**config.mk**
```make
export PLATFORM = sky130hd
export DESIGN_NAME = rate_hex_counter
export DESIGN_NICKNAME = d
export VERILOG_FILES = /design/src/rtl/rate_hex_pkg.sv /design/src/rtl/rate_decode.sv /design/src/rtl/rate_strobe_div.sv /design/src/rtl/hex_step_counter.sv /design/src/rtl/rate_hex_counter.sv
export SDC_FILE = /design/constraint.sdc
export NUM_CORES = 1
export LEC_CHECK = 0
export BUFFER_PORTS_ARGS = -buffer_cell sky130_fd_sc_hd__buf_4
export CAP_MARGIN = 20
export CELL_PAD_IN_SITES_DETAIL_PLACEMENT = 1
export CELL_PAD_IN_SITES_GLOBAL_PLACEMENT = 1
export CORE_AREA = 2 2 39 41
export CTS_CLUSTER_DIAMETER = 30
export DETAILED_ROUTE_END_ITERATION = 10
export DIE_AREA = 0 0 41 43
export PLACE_DENSITY_LB_ADDON = 0.12
export RECOVER_POWER = 25
export SYNTH_ARGS = -nofsm -noshare
export SYNTH_HDL_FRONTEND = slang
export SYNTH_HIERARCHICAL = 1
export SYNTH_SLANG_ARGS = --single-unit
```
**constraint.sdc**
```tcl
create_clock -name clk -period 2.29 [get_ports clk]
set_input_delay 0.1145 -clock clk [delete_from_list [all_inputs] [get_ports clk]]
set_output_delay 0.1145 -clock clk [all_outputs]
set_load 0.02 [all_outputs]
```
**src/rtl/rate_hex_pkg.sv**
```systemverilog
package rate_hex_pkg;

    // Rate select encoding as seen on the rate_sel input
    typedef enum logic [1:0] {
        RATE_FAST  = 2'b00,
        RATE_SLOW  = 2'b01,
        RATE_RSV_A = 2'b10,
        RATE_RSV_B = 2'b11
    } rate_code_e;

    localparam int unsigned RELOAD_FAST = 1;
    localparam int unsigned RELOAD_SLOW = 9;

    // Reload value for a select code; unknown or reserved codes fall back to fast
    function automatic int unsigned reload_of(input logic [1:0] code);
        int unsigned r;
        case (code)
            RATE_SLOW: r = RELOAD_SLOW;
            default:   r = RELOAD_FAST;
        endcase
        return r;
    endfunction

endpackage

```
**src/rtl/rate_decode.sv**
```systemverilog
module rate_decode
    import rate_hex_pkg::*;
#(
    parameter int DIV_W = 4
) (
    input  logic [1:0]       sel,
    output logic [DIV_W-1:0] reload
);

    always_comb begin
        reload = DIV_W'(reload_of(sel));
    end

    // every code, including reserved ones, yields a usable nonzero reload
    always_comb begin
        assert_reload_nonzero_R4: assert (reload != '0);
    end

endmodule

```
**src/rtl/rate_strobe_div.sv**
```systemverilog
module rate_strobe_div #(
    parameter int DIV_W = 4
) (
    input  logic             clk,
    input  logic             rst_n,
    input  logic [DIV_W-1:0] reload,
    output logic             strobe
);

    logic [DIV_W-1:0] remain;

    always_ff @(posedge clk) begin
        if (!rst_n || remain == '0) begin
            remain <= reload;
        end else begin
            remain <= remain - DIV_W'(1);
        end
    end

    assign strobe = (remain == '0);

    // a strobe never spans two consecutive cycles
    assert_single_strobe_R5: assert property (@(posedge clk) disable iff (!rst_n)
        strobe |=> !strobe);

    // between reloads the count only steps down, whatever the select does
    assert_countdown_R9: assert property (@(posedge clk) disable iff (!rst_n)
        (remain != '0) |=> (remain == $past(remain) - DIV_W'(1)));

endmodule

```
**src/rtl/hex_step_counter.sv**
```systemverilog
module hex_step_counter #(
    parameter int CNT_W = 4
) (
    input  logic             clk,
    input  logic             rst_n,
    input  logic             step_en,
    output logic [CNT_W-1:0] value
);

    localparam logic [CNT_W-1:0] TOP_VAL = '1;

    always_ff @(posedge clk) begin
        if (!rst_n) begin
            value <= '0;
        end else if (step_en) begin
            value <= value + CNT_W'(1);
        end
    end

    // advance by one on a strobe
    assert_step_R6: assert property (@(posedge clk) disable iff (!rst_n)
        (step_en && value != TOP_VAL) |=> (value == $past(value) + CNT_W'(1)));

    // hold without a strobe
    assert_hold_R6: assert property (@(posedge clk) disable iff (!rst_n)
        !step_en |=> $stable(value));

    // roll over from the top value to zero
    assert_wrap_R7: assert property (@(posedge clk) disable iff (!rst_n)
        (step_en && value == TOP_VAL) |=> (value == '0));

endmodule

```
**src/rtl/rate_hex_counter.sv**
```systemverilog
module rate_hex_counter #(
    parameter int DIV_W = 4,
    parameter int CNT_W = 4
) (
    input  logic             clk,
    input  logic [1:0]       rate_sel,
    input  logic             div_rst_n,
    input  logic             cnt_rst_n,
    output logic             tick,
    output logic [CNT_W-1:0] count
);

    logic [DIV_W-1:0] reload_val;

    rate_decode #(.DIV_W(DIV_W)) u_decode (
        .sel    (rate_sel),
        .reload (reload_val)
    );

    rate_strobe_div #(.DIV_W(DIV_W)) u_div (
        .clk    (clk),
        .rst_n  (div_rst_n),
        .reload (reload_val),
        .strobe (tick)
    );

    hex_step_counter #(.CNT_W(CNT_W)) u_cnt (
        .clk     (clk),
        .rst_n   (cnt_rst_n),
        .step_en (tick),
        .value   (count)
    );

endmodule

```
==> flow_metrics.env <==
export IMPL_status="completed"
export IMPL_power_density_nw_per_um2=720
export IMPL_synth_mux_area_frac=0.103
export IMPL_pre_cts_slack_ns=0.767
export IMPL_cts_hold_buf=0
export IMPL_ff2ff_path_depth=6
export IMPL_place_congestion=0.628
export IMPL_antenna_cells=0
export IMPL_cts_buffer_depth=2
export IMPL_synth_compound_area_share=0.134
export IMPL_setup_viol_count_final=0
export IMPL_yosys_area_share_simple=0.219
export IMPL_finalWirelength_um=818
export IMPL_clock_latency_ns=0.25
export IMPL_initial_core_util=0.317
export IMPL_cts_sinks=8
export IMPL_io_pins=10
export IMPL_maxCapViolations=0
export IMPL_dieWidth_um=41
export IMPL_via_per_inst=4.71
export IMPL_netlist_area_um2=439
export IMPL_drive_gt1_frac=0.250
export IMPL_fmax_ghz=0.610
export IMPL_cts_resized=0
export IMPL_num_rows=14
export IMPL_die_area_um2=1760
export IMPL_holdCritPathClass="in -> reg"
export IMPL_seq_area_frac_synth=0.365
export IMPL_use_met3=0.0314
export IMPL_grt_max_degree=8
export IMPL_rsz0062_at_grt="false"
export IMPL_tns_ns=0
export IMPL_drt_pass1_iterations=4
export IMPL_clk_pin_slew_ns=0.06
export IMPL_yosys_area_share_adder=0.0570
export IMPL_postRouteAntennaNets=0
export IMPL_hold_viol_final=0
export IMPL_nets=65
export IMPL_total_power_uw=374
export IMPL_grtUsageMet1=0.155
export IMPL_end_kind="output pin"
export IMPL_root_buffer="clkbuf_4"
export IMPL_area_growth_syn_to_layout_pct=18.2
export IMPL_synth_area_per_cell_um2=9.55
export IMPL_antenna_found_initial=0
export IMPL_ys_types=26
export IMPL_postPlaceCellArea_um2=508
export IMPL_fin_util=0.375
export IMPL_numCtsBuffers=3
export IMPL_min_delay_worst_endpoint="u_cnt/value[0]$_SDFFE_PN0P_"
export IMPL_critPathKind="reg -> out"
export IMPL_crit_required_ns=2.18
export IMPL_chipHeight_um=43
export IMPL_reg2reg_from="u_div/remain[0]$_DFF_P_"
export IMPL_startpoint_type="register"
export IMPL_hold_path_depth=2
export IMPL_ys_warnings_count=6
export IMPL_fin_area_um2=519
export IMPL_core_area_um2=1380
export IMPL_post_route_drc_count=0
export IMPL_grt_usage=0.117
export IMPL_fin_skew_ns=0.00273
export IMPL_reg2reg_to="u_cnt/value[2]$_SDFFE_PN0P_"
export IMPL_hp_start="cnt_rst_n"
export IMPL_fin_crit_ns=1.64
export IMPL_grt_overflow_total=0
export IMPL_synth_top_family_by_area="simple AND/OR/NAND/NOR gates"
export IMPL_p_leak_nw=0.256
export IMPL_reg2reg_slack_ns=0.76
export IMPL_post_cts_setup_buffers=0
export IMPL_synth_seq_cells=8
export IMPL_hold_slack_ns=0.105
export IMPL_fill_cells=174
export IMPL_arrival_ns=1.52
export IMPL_final_cells=72
export IMPL_cts_tree="built"
export IMPL_top_usage_layer="met2"
export IMPL_grt_pass1_vias=348
export IMPL_numPortBuffers=9
export IMPL_synth_xor_area_frac=0.0199
export IMPL_dr_first_iter_drc_count=3
export IMPL_setup_slack_ns=0.651
export IMPL_crit_fanout=6
export IMPL_min_period_over_period=0.716
export IMPL_ir_worst_vdd_mv=0.282
export IMPL_wl_per_cell_um=11.4
export IMPL_ctsHtreeMaxLevel=1
export IMPL_grtUsageMet2=0.166
export IMPL_num_vias=339
export IMPL_grt_pass1_wl_mm=1.41
export IMPL_placedCellCount=69
export IMPL_syn_inst=46
export IMPL_slew_viol_final=0
export IMPL_hpwl_um=661
-- logic make-up after synthesis --
family | Yosys count
adder cells (fa/ha/maj) | 2
AO/OA/AOI/OAI | 8
other | 2
multiplexers | 4
XOR/XNOR | 1
flip-flops | 8
AND/OR/NAND/NOR | 14
buffers and inverters | 7
-- layer usage --
metal | vias to the layer above | routed length (um)
li1 | 170 | -
met1 | 165 | 390
met2 | 4 | 393
met3 | 0 | 34
met4 | 0 | 0
met5 | - | 0
-- synthesized netlist by cell type (all sizes together) --
| library cell | n | area (um^2) |
|---|---|---|
| a21boi | 1 | 7.51 |
| a21oi | 1 | 5.00 |
| a221oi | 1 | 8.76 |
| a311oi | 1 | 8.76 |
| and2 | 1 | 6.26 |
| and3b | 1 | 10.0 |
| and4b | 1 | 10.0 |
| buf | 3 | 22.5 |
| conb | 2 | 7.51 |
| dfxtp | 8 | 160 |
| ha | 2 | 25.0 |
| inv | 4 | 15.0 |
| mux2 | 1 | 15.0 |
| mux2i | 3 | 30.0 |
| nand2 | 2 | 7.51 |
| nand2b | 1 | 13.8 |
| nand4 | 1 | 6.26 |
| nor2 | 4 | 15.0 |
| nor2b | 2 | 20.0 |
| o21a | 1 | 7.51 |
| o21ai | 2 | 13.8 |
| o21bai | 1 | 7.51 |
| or2b | 1 | 7.51 |
| xor2 | 1 | 8.76 |
-- layout make-up --
class | instances | area [um^2] | area share
inverter | 4 | 15.0 | 0.0289
timing repair buffer | 9 | 56.3 | 0.108
tap | 16 | 20.0 | 0.0386
sequential | 8 | 160 | 0.308
multi-input combinational | 32 | 245 | 0.472
clock buffer | 3 | 22.5 | 0.0434
-- flip-flops by register name (all words and copies together), names as in the netlist --
name and cells:
u_cnt/value 4, u_div/remain 4
-- report_power, final --
| part | internal, mW | switching [mW] |
|---|---|---|
| clock network | 0.0600 | 0.0485 |
| registers | 0.158 | 0.0174 |
| logic | 0.0467 | 0.0436 |
| total | 0.264 | 0.110 |
-- critical path: stages, from the launching register on --
cell      delay, ns
dfxtp_1        0.31
inv_1          0.07
ha_1           0.27
nand2b_4       0.08
nor2_1         0.32
buf_4          0.22
-- cells in the final DEF, fill, tap and decap left out, types with 2 or more instances in the layout --
cell and count:
dfxtp_1 8, buf_4 6, mux2i_1 3, nand2_1 2
inv_1 4, clkbuf_1 3, conb_1 3, clkbuf_4 3
ha_1 2, nor2_1 4
-- worst max-delay path by stage --
stage                                       start                           to  slack (ns)  cells after the start
after global placement    u_div/remain[0]$_DFF_P_  u_cnt/value[2]$_SDFFE_PN0P_        0.86                      6
after detailed placement  u_div/remain[0]$_DFF_P_  u_cnt/value[2]$_SDFFE_PN0P_        0.77                      6
after global routing      u_div/remain[0]$_DFF_P_                         tick        0.50                      5
after floorplan           u_div/remain[0]$_DFF_P_  u_cnt/value[2]$_SDFFE_PN0P_        0.68                      6
after CTS                 u_div/remain[0]$_DFF_P_                         tick        0.63                      5
final                     u_div/remain[0]$_DFF_P_                         tick        0.65                      5
(Power assumes the default switching activity.)
